File: config.mk
export PLATFORM = sky130hd
export DESIGN_NAME = mem_owner_arbiter
export DESIGN_NICKNAME = d
export VERILOG_FILES = /design/src/rtl/arb_pkg.sv /design/src/rtl/arb_prio_pick.sv /design/src/rtl/arb_release_detect.sv /design/src/rtl/arb_owner_hold.sv /design/src/rtl/mem_owner_arbiter.sv
export SDC_FILE = /design/constraint.sdc
export NUM_CORES = 1
export LEC_CHECK = 0
export BUFFER_PORTS_ARGS = -buffer_cell sky130_fd_sc_hd__buf_2
export CAP_MARGIN = 5
export CORE_AREA = 2 2 39 41
export DETAILED_ROUTE_END_ITERATION = 16
export DIE_AREA = 0 0 41 43
export PLACE_DENSITY = 0.54
export REMOVE_ABC_BUFFERS = 1
export SYNTH_ARGS = -nofsm -noshare
export SYNTH_HDL_FRONTEND = slang
export SYNTH_SLANG_ARGS = --single-unit
export TNS_END_PERCENT = 30
File: constraint.sdc
create_clock -name clk -period 4 [get_ports clk]
set_clock_uncertainty 0.1 [all_clocks]
set_input_delay 1.2 -clock clk [delete_from_list [all_inputs] [get_ports clk]]
set_output_delay 1.2 -clock clk [all_outputs]
set_load 0.05 [all_outputs]
File: src/rtl/arb_pkg.sv
package arb_pkg;
  localparam int NUM_MASTERS = 6;

  typedef enum int {
    SLOT_RFSH_URGENT = 0,
    SLOT_GFX_URGENT  = 1,
    SLOT_CPU_RD      = 2,
    SLOT_CPU_WR      = 3,
    SLOT_GFX_RELAX   = 4,
    SLOT_RFSH_RELAX  = 5
  } slot_e;
endpackage

File: src/rtl/arb_prio_pick.sv
// Fixed-priority picker: index 0 wins. Pure combinational ripple chain.
module arb_prio_pick #(
  parameter int N = arb_pkg::NUM_MASTERS
) (
  input  logic [N-1:0] req,
  output logic [N-1:0] pick
);
  logic [N:0] seen;
  assign seen[0] = 1'b0;

  for (genvar i = 0; i < N; i++) begin : g_chain
    assign pick[i]   = req[i] & ~seen[i];
    assign seen[i+1] = seen[i] | req[i];
  end
endmodule

File: src/rtl/arb_release_detect.sv
// Flags when the current owner signals the end of its transaction.
module arb_release_detect #(
  parameter int N = arb_pkg::NUM_MASTERS
) (
  input  logic [N-1:0] owner,
  input  logic [N-1:0] done,
  output logic         owner_done
);
  logic [N-1:0] hit;
  for (genvar i = 0; i < N; i++) begin : g_hit
    assign hit[i] = owner[i] & done[i];
  end
  assign owner_done = |hit;
endmodule

File: src/rtl/arb_owner_hold.sv
// Holds the registered grant: idle -> pick, owned -> hold until release.
module arb_owner_hold #(
  parameter int N = arb_pkg::NUM_MASTERS
) (
  input  logic         clk,
  input  logic         rst_n,
  input  logic [N-1:0] pick,
  input  logic         owner_done,
  output logic [N-1:0] owner,
  output logic         busy
);
  logic [N-1:0] owner_d;
  logic         idle;

  assign idle = (owner == '0);

  always_comb begin
    if (idle)            owner_d = pick;
    else if (owner_done) owner_d = '0;
    else                 owner_d = owner;
  end

  always_ff @(posedge clk or negedge rst_n) begin
    if (!rst_n) begin
      owner <= '0;
      busy  <= 1'b0;
    end else begin
      owner <= owner_d;
      busy  <= |owner_d;
    end
  end
endmodule

File: src/rtl/mem_owner_arbiter.sv
module mem_owner_arbiter #(
  parameter int N = arb_pkg::NUM_MASTERS
) (
  input  logic         clk,
  input  logic         rst_n,
  input  logic [N-1:0] req,
  input  logic [N-1:0] done,
  output logic [N-1:0] gnt,
  output logic         busy
);
  logic [N-1:0] pick;
  logic         owner_done;

  arb_prio_pick #(.N(N)) u_pick (
    .req  (req),
    .pick (pick)
  );

  arb_release_detect #(.N(N)) u_rel (
    .owner      (gnt),
    .done       (done),
    .owner_done (owner_done)
  );

  arb_owner_hold #(.N(N)) u_hold (
    .clk        (clk),
    .rst_n      (rst_n),
    .pick       (pick),
    .owner_done (owner_done),
    .owner      (gnt),
    .busy       (busy)
  );
endmodule

# Word level (Yosys, flattened, before mapping)

Index checks and enable logic that the tools add are counted.

Bits in registers: 7
Input port bits: 14
Output and inout port bits: 7
Word-level logic and storage cells: 27

Muxes and demuxes: 2
Bitwise gates (word level): 20
Reductions and logical operators: 3

Operator list:

| kind               | number |
|---|---|
| two-way mux 6 bit  | 2 |
| OR reduction 6 bit | 2 |
| bitwise AND 1 bit  | 11 |
| logical NOT 6 bit  | 1 |
| inverter 1 bit     | 5 |
| bitwise OR 1 bit   | 4 |

# Depth between registers and ports, before layout

Gate-level depths: netlist of run 1.

Depth after elaboration: 8
Mapped depth: 3
Gate-level depth less buffers: 3

# Modules after synthesis

From an unflattened synthesis of run 1, not the netlist that was laid out.

Cells, all modules: 30
Area total of the unflattened synthesis: 367.9 um2

By module, submodules not included:

| module             | instances | cells each | area an instance (um2) | sequential area each (um2) |
|---|---|---|---|---|
| arb_owner_hold     | 1         | 19         | 282.8                  | 175.2 |
| arb_prio_pick      | 1         | 7          | 57.6                   | 0.0 |
| arb_release_detect | 1         | 4          | 27.5                   | 0.0 |

# Worst setup path after synthesis of run 1

Ideal clock, no wire load.

Path type: input to register
From: input done[0]
To: register u_hold.owner[1]
Library setup time: 0.066 ns
Arrival time: 1.963 ns
Required time: 3.834 ns
Setup slack: 1.872 ns
Cell stages on the path: 3
Buffers on the path: 0
Cell sequence: a222oi_1 -> and3_1 -> a22o_2

Word-level cells in the longest chain between the ends: 4

Ends and longest elaborated chain:

| element                     | RTL line                 | text |
|---|---|---|
| start, declared             | mem_owner_arbiter.sv:7   | `input logic [N-1:0] done,` |
| bitwise AND 1 bit           | arb_release_detect.sv:11 | `assign hit[i] = owner[i] & done[i];` |
| OR reduction 6 bit          | arb_release_detect.sv:13 | `assign owner_done = \|hit;` |
| two-way mux 6 bit           | arb_owner_hold.sv:19     | `else if (owner_done) owner_d = '0;` |
| two-way mux 6 bit           | arb_owner_hold.sv:18     | `if (idle) owner_d = pick;` |
| named net u_hold.owner_d[1] | arb_owner_hold.sv:12     | `logic [N-1:0] owner_d;` |
| end signal, assigned        | arb_owner_hold.sv:28     | `owner <= owner_d;` |
| end, declared               | arb_owner_hold.sv:9      | `output logic [N-1:0] owner,` |

The timed path passes the listed nets, and every way through them passes these cells.

# Worst setup path in the final report of run 1

From: register u_hold.owner[1]
To: output gnt[1]

RTL lines:

| element       | RTL line               | text |
|---|---|---|
| end, declared | mem_owner_arbiter.sv:8 | `output logic [N-1:0] gnt,` |

No word-level cell between the ends.

==> parameters.txt, run 1 <==
Parameter                              Value

Placed design
  Routability-driven placement congestion ratio ... 0.706
  I/O Buffers ... 20
  Placed Instance Area ... ~460 um^2
  Detailed Place HPWL ... 700 um

Synthesis
  Gate count of the mapped netlist ... 28
  Dominant combinational cell family by area after synthesis ... compound AO/OA/AOI/OAI gates
  Portion of the post-synthesis area used by sequential elements ... about half
  Post-Syn Area per Cell ... 12.2 um^2
  Most common cell in the netlist ... dfrtp_1
  Post-synth ARST share ... 100%
  Share of cell area taken by muxes after synthesis ... 0%
  Cell area after synthesis ... around 340 um^2
  Largest area contributor in the synthesized netlist ... dfrtp_1
  Synthesis warning total ... 0
  Dominant register cell in the synthesized netlist ... dfrtp_1
  Synth cell count leaders ... 7 x dfrtp_1, 3 x a32o_1, 2 x inv_1, 2 x nor3_1
  Unique masters post-synth ... 18
  Post-Synth Simple-Gate Area ... a little under a quarter
  Xor-xnor portion of the synthesized cell area ... 0%
  Compound-Gate Fraction of Synth Area ... 23.8%
  Adder and majority cell fraction of the synthesized area ... 0%
  Number of storage elements in the synthesis netlist ... 7
  Cell types with the largest area share after synthesis ... dfrtp_1 51%, a32o_1 8.8%, nor4_4 6.2%
  Portion of synthesized cell area occupied by the leading cell type ... between 50 and 60%
  Number of enable flip-flop cells after synthesis ... 0

Setup path
  Required time of the critical path ... between 2 and 3 ns
  CP bufs+invs ... 1
  Worst Setup Start Kind ... flop
  Critical path class ... reg2out
  Critical Path End Type ... output port
  Worst stage delay on the critical path ... around 0.45 ns
  CP Max Fanout ... 5
  Data arrival at the endpoint of the critical path ... 1.00 ns
  Cell family with the largest share of critical-path delay ... flip-flops
  Critical Path, Cell by Cell ... buf_2
  Crit-path slowest cell ... dfrtp_1

GRT
  Number of antenna violations at the first check in global routing ... 0
  Total congestion overflow after global routing ... 0
  First-pass GRT wire length ... 1350 um
  Global-route usage over all layers ... 12.0%
  Maximum number of pins on one net before global-route repair ... 8
  Via count of the first global-routing pass ... 306

STA
  Transition time at the pin with the least slew margin ... roughly 0.4 ns
  Unrepaired setup endpoints after global routing ... false
  Post-layout minimum cycle time ... 2.30 ns
  Slew Viols, Final ... 0
  Normalized max-slew margin ... between 70 and 80%
  Final number of hold-violating endpoints ... 0
  Max frequency ... 434 MHz
  Setup_tns ... 0 ns
  Part of the cycle the worst path needs ... 57.6%
  Setup-violating endpoint count in the final report ... 0

Cells and area
  Final-stage net count ... 67
  Layout Area Growth over Synthesis ... 42.9%
  Final-layout fill cell count ... between 150 and 200
  Post-Layout Inst Area ... 488 um^2
  Final core utilization ... 35.3%
  Area used by multi-input combinational logic ... roughly 160 um^2
  Area taken by flip-flops and latches ... ~180 um^2
  Antenna Diode Count ... 0
  Fraction of layout instances using a drive strength above 1 ... 51.9%

Status
  Result of the run ... complete, no violations

Clock tree
  Total clock sinks ... 7
  Clock-pin slew on the worst setup and hold paths ... around 0.06 ns
  Clock latency at the later pin of the worst-skew pair ... 0.25 ns
  Inserted Clock Buffers ... 3
  Post-cts repair resize count ... 0
  TritonCTS clock tree ... built
  Largest buffer count on any clock path ... 2
  Post-CTS Setup Bufs ... 0
  Clk root buf ... clkbuf_4
  H-tree levels ... 1
  CTS Hold Bufs ... 0

Die
  Die height ... approximately 43 um
  Die W ... a little over 40 um
  Std cell rows ... 14
  Effective utilization at floorplan ... 24.7%
  Core Footprint ... 0.00138 mm^2
  Area enclosed by the die boundary ... 0.00176 mm^2
  # IOs ... 21

Power
  Switch share ... 48.3%
  Total power ... between 300 and 400 uW
  VDD IR max ... around 0.32 mV
  Share of total power in the clock network ... about 17%
  Total power density per cell area ... about 800 mW/mm^2
  Net switching power ... roughly 180 uW
  Cell leakage power ... between 0.0002 and 0.0003 uW
  Seq pwr share ... a little under a third
  Internal power component ... between 150 and 200 uW
  Combinational Power Share ... 51.6%

Route
  Wire length reported by the detailed router ... slightly below 900 um
  Via/cell ratio ... between 5 and 6
  Detailed-routing wirelength on met1 ... a little over 400 um
  Drt wl/cell ... about 13 um
  Uppermost metal layer occupied by signal nets ... met4
  Met2 WL ... between 300 and 400 um
  First-pass DRT Iterations ... 3
  Via count of the routed design ... 350
  Drt initial violations ... 7
  Post-route DRC violation count ... 0
  Antenna Violating Nets Remaining ... 0
  Met3 Routed Length ... between 60 and 70 um

Flow run
  Reported max-cap violation count ... 0

Worst hold path
  Class of the worst hold path ... reg2reg
worst reg2reg max path, cell delays in order, from the launching register on:
cell and delay (ns):
dfrtp_1 0.41, or4_4 0.57, nor4_4 0.32, a32o_1 0.23
power groups by stage:
| stage | sequential, uW | clock, uW | combinational [uW] |
|---|---|---|---|
| 5_1_grt | 124 | 70.0 | 211 |
| 2_1_floorplan | 193 | 0 | 75.5 |
| 4_1_cts | 120 | 68.3 | 198 |
| 3_5_place_dp | 121 | 0 | 198 |
| 6_report | 119 | 65.2 | 197 |
| 3_3_place_gp | 121 | 0 | 197 |
layout make-up:
class / count / share of cell area [%]
inverters: 2 / 1.54
clock buffers: 4 / 5.38
multi-input cells: 19 / 32.6
well taps: 16 / 4.10
flip-flops and latches: 7 / 35.9
repair buffers: 20 / 20.5
path summary, 6_finish.rpt:
check | start | cells after the start | slack (ns) | endpoint
setup / recovery | u_hold.owner[1] | 1 | 1.70 | gnt[1]
hold / removal | u_hold.owner[5] | 1 | 0.45 | u_hold.owner[5]
min in group asynchronous | rst_n | 1 | 0.67 | u_hold.owner[2]
max in group asynchronous | rst_n | 1 | 2.97 | u_hold.owner[4]
setup reg to reg | u_hold.owner[3] | 3 | 2.31 | u_hold.owner[5]
hold reg to reg | u_hold.owner[5] | 1 | 0.45 | u_hold.owner[5]
placed cells by master (no fill, tap or decap), types with 2 or more instances in the layout:
| cell type | netlist | layout |
|---|---|---|
| nor3_1 | 2 | 2 |
| buf_2 | 0 | 20 |
| a32o_1 | 3 | 3 |
| inv_1 | 2 | 2 |
| dfrtp_1 | 7 | 7 |
| clkbuf_4 | 0 | 3 |
logic make-up after synthesis:
| family | Yosys count |
|---|---|
| buffers and inverters | 2 |
| and+or+nand+nor | 10 |
| DFF | 7 |
| AOI/OAI and AO/OA | 9 |
metal layers:
layer | GRT usage [%] | vias to the layer above
met5 | 0 | -
met4 | 8.00 | 0
met3 | 3.14 | 2
met2 | 15.9 | 13
met1 | 16.4 | 167
li1 | - | 168
through the flow:
step                setup slack, ns  instances  hold WS (ns)
detailed placement             1.64         64         0.435
global placement               1.67         64         0.430
CTS                            1.68         68         0.447
floorplan                      1.87         28         0.758
global route                   1.66         68         0.489
finish                         1.70         68         0.445
state kept, by name, summed over array words and instances (netlist names):
| register | flops |
|---|---|
| u_hold.owner | 6 |
| u_hold.busy | 1 |
Power figures use the tool's default switching activity.
==> inputs of run 2 (changes only) <==
PLACE_DENSITY = 0.56   (was 0.54)
clock period = 1.9 ns   (was 4 ns; I/O delays follow)
==> parameters.txt, run 2 (same netlist as run 1, synthesis figures left out) <==
Parameter                              Value

Route
  Drt initial violations ... 12 (+5)
  Post-route DRC violation count ... 0 (unchanged)
  Antenna Violating Nets Remaining ... 0 (unchanged)
  Via/cell ratio ... 5.07 (-1.4%)
  Wire length reported by the detailed router ... 869 um (-1.6%)
  Via count of the routed design ... 345 (-1.4%)
  Drt wl/cell ... 12.8 um (-1.6%)
  First-pass DRT Iterations ... 4 (+1)

Die
  Area enclosed by the die boundary ... 0.00176 mm^2 (unchanged)
  Effective utilization at floorplan ... 24.7% (unchanged)
  Die W ... 41 um (unchanged)
  Std cell rows ... 14 (unchanged)
  Core Footprint ... 0.00138 mm^2 (unchanged)
  Die height ... 43 um (unchanged)
  # IOs ... 21 (unchanged)

Setup path
  CP Max Fanout ... 6 (+1)
  Required time of the critical path ... 1.99 ns (-0.71 ns)
  Worst Setup Start Kind ... flop
  Data arrival at the endpoint of the critical path ... 1.78 ns (+0.78 ns)
  Setup slack on the worst flop-to-flop path ... 0.21 ns (-2.10 ns)
  Critical Path End Type ... flop
  Reg2reg path depth ... 3 (unchanged)
  Worst r2r src ... u_hold.owner[3]
  Crit Reg-Reg Endpoint ... u_hold.owner[5]
  Critical path class ... reg2reg

Placed design
  Routability-driven placement congestion ratio ... 0.661 (-6.4%)
  I/O Buffers ... 20 (unchanged)
  Placed Instance Area ... 462 um^2 (unchanged)
  Minimum setup slack after placement ... 0.196 ns (-1.45 ns)
  Detailed Place HPWL ... 689 um (-1.5%)
  Placed cell count ... 64 (unchanged)

Power
  Total power density per cell area ... 1630 mW/mm^2 (+110%)
  Cell leakage power ... 0.000251 uW (unchanged)
  VDD IR max ... 0.466 mV (+47%)

Cells and area
  Most common library cell in the layout ignoring fill and taps ... buf_2
  Layout Area Growth over Synthesis ... 42.9% (unchanged)
  Max reg flops ... 6 (unchanged)
  Fraction of layout instances using a drive strength above 1 ... 51.9% (unchanged)
  Largest Register ... u_hold.owner
  Most frequent cells in the layout ... 20 x buf_2, 7 x dfrtp_1, 3 x a32o_1, 3 x clkbuf_4
  Cell Count, Final, Fillers Out ... 68 (unchanged)
  Final-layout fill cell count ... 145 (-6.5%)
  Final-stage net count ... 67 (unchanged)
  Antenna Diode Count ... 0 (unchanged)
  Post-Layout Inst Area ... 488 um^2 (unchanged)
  Largest regs ... u_hold.owner: 6 flops, u_hold.busy: 1 flops

STA
  Unrepaired setup endpoints after global routing ... false
  Setup-violating endpoint count in the final report ... 0 (unchanged)
  Normalized max-slew margin ... 73.3% (+0.84 points)
  Slew Viols, Final ... 0 (unchanged)
  Setup_tns ... 0 ns (unchanged)
  Setup WS post-layout ... 0.206 ns (-1.49 ns)
  Part of the cycle the worst path needs ... around 90%
  Transition time at the pin with the least slew margin ... 0.398 ns (-0.0125 ns)
  Final number of hold-violating endpoints ... 0 (unchanged)
  Post-layout minimum cycle time ... ~1.7 ns
  Max frequency ... between 500 and 600 MHz
  Hold slack ... 0.0456 ns (-0.399 ns)

Clock tree
  Clock latency at the later pin of the worst-skew pair ... 0.25 ns (about the same)
  TritonCTS clock tree ... built
  H-tree levels ... 1 (unchanged)
  Inserted Clock Buffers ... 3 (unchanged)
  Post-CTS Setup Bufs ... 0 (unchanged)
  Total clock sinks ... 7 (unchanged)
  Clk root buf ... clkbuf_4
  Post-cts repair resize count ... 0 (unchanged)
  Largest buffer count on any clock path ... 2 (unchanged)
  CTS Hold Bufs ... 0 (unchanged)
  Clock-pin slew on the worst setup and hold paths ... 0.05 ns (about the same)

Status
  Result of the run ... complete, no violations

GRT
  Global-route usage over all layers ... 11.3% (-0.74 points)
  First-pass GRT wire length ... 1260 um (-7.2%)
  Number of antenna violations at the first check in global routing ... 0 (unchanged)
  Maximum number of pins on one net before global-route repair ... 8 (unchanged)
  Total congestion overflow after global routing ... 0 (unchanged)
  Via count of the first global-routing pass ... 300 (-2.0%)

Flow run
  Reported max-cap violation count ... 0 (unchanged)

Worst hold path
  Class of the worst hold path ... in2async
run 2: where the power goes:
group,switching (uW),internal (uW)
sequential,55.8,196
clock,54.3,80.1
combinational,272,140
total,382,416
run 2: worst max-delay path, stage by stage, from the launching register on:
cell	delay (ns)
dfrtp_1	0.42
or4_4	0.57
nor4_4	0.31
a32o_1	0.23
run 2: area by class of cell:
type / count / area, um^2 / share of cell area (%)
Multi-Input combinational cell: 19 / 159 / 32.6
Sequential cell: 7 / 175 / 35.9
Tap cell: 16 / 20.0 / 4.10
Timing Repair Buffer: 20 / 100 / 20.5
Clock buffer: 4 / 26.3 / 5.38
Inverter: 2 / 7.51 / 1.54
run 2: how the worst max path moves through the flow:
stage	depth (start not counted)	to	from
after floorplan	3	u_hold.owner[5]	u_hold.owner[3]
after global placement	4	u_hold.owner[1]	done[0]
after detailed placement	4	u_hold.owner[1]	done[0]
after CTS	1	gnt[1]	u_hold.owner[1]
after global routing	3	u_hold.owner[3]	u_hold.owner[3]
final	3	u_hold.owner[5]	u_hold.owner[3]
run 2: stage by stage:
step	util, %	total power, uW
after floorplan	-	566
after global placement	33.4	666
after detailed placement	33.4	668
after CTS	35.3	809
after global routing	35.3	847
final	35.3	798
run 2: layer usage:
metal  vias to the layer above  track usage [%]  wire length [um]
met5                         -                0                 0
met4                         0             10.0                 8
met3                         2             3.14                63
met2                        12             14.7               395
met1                       164             14.3               402
li1                        167                -                 -
==> inputs of run 3 (changes only) <==
SETUP_SLACK_MARGIN = 0.5   (was not set)
==> parameters.txt, run 3 (same netlist as run 1, synthesis figures left out) <==
Parameter                              Value

Route
  Via count of the routed design ... 351 (+1.7%)
  Antenna Violating Nets Remaining ... 0 (unchanged)
  First-pass DRT Iterations ... 4 (unchanged)
  Drt wl/cell ... 12.5 um (-1.8%)
  Via/cell ratio ... 4.94 (-2.6%)
  Post-route DRC violation count ... 0 (unchanged)
  Wire length reported by the detailed router ... 891 um (+2.5%)
  Drt initial violations ... 6 (-6)

Worst hold path
  Class of the worst hold path ... in2async

STA
  Transition time at the pin with the least slew margin ... 0.412 ns (+0.0140 ns)
  Part of the cycle the worst path needs ... 85.0% (-4.1 points)
  Setup WS post-layout ... 0.285 ns (+0.0784 ns)
  Final number of hold-violating endpoints ... 0 (unchanged)
  Hold slack ... 0.0430 ns (-0.00256 ns)
  Slew Viols, Final ... 0 (unchanged)
  Max frequency ... 619 MHz (+4.9%)
  Setup-violating endpoint count in the final report ... 0 (unchanged)
  Setup_tns ... 0 ns (unchanged)
  Normalized max-slew margin ... 72.6% (-0.73 points)
  Post-layout minimum cycle time ... 1.62 ns (-0.0784 ns)
  Unrepaired setup endpoints after global routing ... true

Setup path
  Critical path class ... reg2reg
  Worst Setup Start Kind ... flop
  Critical Path End Type ... flop
  Required time of the critical path ... 1.99 ns (about the same)
  CP Max Fanout ... 6 (unchanged)
  Worst r2r src ... u_hold.owner[5]
  Data arrival at the endpoint of the critical path ... 1.70 ns (-0.08 ns)
  Reg2reg path depth ... 4 (+1)
  Launching element of the worst setup path ... u_hold.owner[5]

Placed design
  Routability-driven placement congestion ratio ... 0.661 (unchanged)
  Detailed Place HPWL ... 689 um (unchanged)
  Minimum setup slack after placement ... 0.196 ns (unchanged)
  I/O Buffers ... 20 (unchanged)

GRT
  Maximum number of pins on one net before global-route repair ... 8 (unchanged)
  Global-route usage over all layers ... 11.9% (+0.60 points)
  First-pass GRT wire length ... 1340 um (+6.6%)
  Via count of the first global-routing pass ... 331 (+10%)
  Total congestion overflow after global routing ... 0 (unchanged)
  Number of antenna violations at the first check in global routing ... 0 (unchanged)

Cells and area
  Antenna Diode Count ... 0 (unchanged)
  Most frequent cells in the layout ... 18 x buf_2, 5 x dfrtp_1, 4 x buf_4
  Max reg flops ... 6 (unchanged)
  Final-stage net count ... 70 (+4.5%)
  Largest Register ... u_hold.owner
  Layout Area Growth over Synthesis ... 52.7%
  Most common library cell in the layout ignoring fill and taps ... buf_2
  Largest regs ... u_hold.owner: 6 flops, u_hold.busy: 1 flops
  Fraction of layout instances using a drive strength above 1 ... 58.2% (+6.3 points)

Die
  Std cell rows ... 14 (unchanged)
  Core Footprint ... 0.00138 mm^2 (unchanged)
  Die W ... 41 um (unchanged)
  Effective utilization at floorplan ... 24.7% (unchanged)
  Die height ... 43 um (unchanged)
  # IOs ... 21 (unchanged)
  Area enclosed by the die boundary ... 0.00176 mm^2 (unchanged)

Power
  Cell leakage power ... 0.000266 uW (+6.0%)
  Switch share ... 45.7% (-2.2 points)
  Share of total power in the clock network ... 15.9% (-1.0 points)
  VDD IR max ... 0.514 mV (+10%)
  Net switching power ... 392 uW (+2.6%)
  Combinational Power Share ... 55.5% (+3.9 points)
  Total power density per cell area ... 1640 mW/mm^2 (+0.60%)
  Internal power component ... 466 uW (+12%)
  Seq pwr share ... 28.6% (-2.9 points)

Clock tree
  Clock latency at the later pin of the worst-skew pair ... 0.25 ns (about the same)
  Clk root buf ... clkbuf_4
  Inserted Clock Buffers ... 3 (unchanged)
  TritonCTS clock tree ... built
  Largest buffer count on any clock path ... 2 (unchanged)
  H-tree levels ... 1 (unchanged)
  Clock-pin slew on the worst setup and hold paths ... 0.05 ns (about the same)
  Total clock sinks ... 7 (unchanged)

Status
  Result of the run ... complete, no violations

Flow run
  Reported max-cap violation count ... 0 (unchanged)
[run 3: power groups by stage]
stage                     Combinational (uW)  Clock, uW  Sequential, uW
after floorplan                          159          0             407
after global placement                   413          0             254
after detailed placement                 415          0             253
after CTS                                479        144             244
after global routing                     501        152             253
final                                    476        136             246
[run 3: final timing paths]
path | slack (ns) | to
min in group clk | 0.46 | u_hold.owner[3]
setup / recovery | 0.28 | u_hold.owner[2]
setup reg to reg | 0.28 | u_hold.owner[2]
max in group asynchronous | 1.49 | u_hold.owner[1]
hold / removal | 0.04 | u_hold.owner[3]
hold reg to reg | 0.46 | u_hold.owner[3]
[run 3: per-stage QoR]
step	std cells	utilization (%)	total power [uW]	cell area, um^2
2_1_floorplan	28	-	566	342
6_report	71	37.7	858	522
4_1_cts	71	37.6	867	520
3_3_place_gp	64	33.4	666	462
5_1_grt	71	37.7	907	522
3_5_place_dp	64	33.4	668	462
[run 3: final cells by class]
cell class | count | area, um^2
clock buffers | 4 | 26.3
fillers | 143 | 862
inverters | 2 | 7.51
multi-input cells | 19 | 159
flip-flops and latches | 7 | 178
well taps | 16 | 20.0
repair buffers | 23 | 131
[run 3: timing repair]
item / in CTS / in global routing
hold endpoints to repair: 0 / 0
endpoints found under the setup margin: 14 / 14
pin swaps: 5 / 4
resized for setup: 4 / 1
hold buffers: 0 / 0
setup buffers: 3 / 0
gates cloned: 0 / 0
[run 3: metal layers]
metal	global-route usage, %	part of all wire (%)	vias to the layer above
li1	-	-	173
met1	14.7	44	162
met2	16.3	47	14
met3	3.14	7.5	2
met4	10.0	0.90	0
met5	0	0	-
[run 3: critical path: stages (launching register included)]
cell     delay [ns]
dfrtp_1        0.41
or4_4          0.57
nor4_4         0.14
buf_4          0.18
a32o_1         0.16
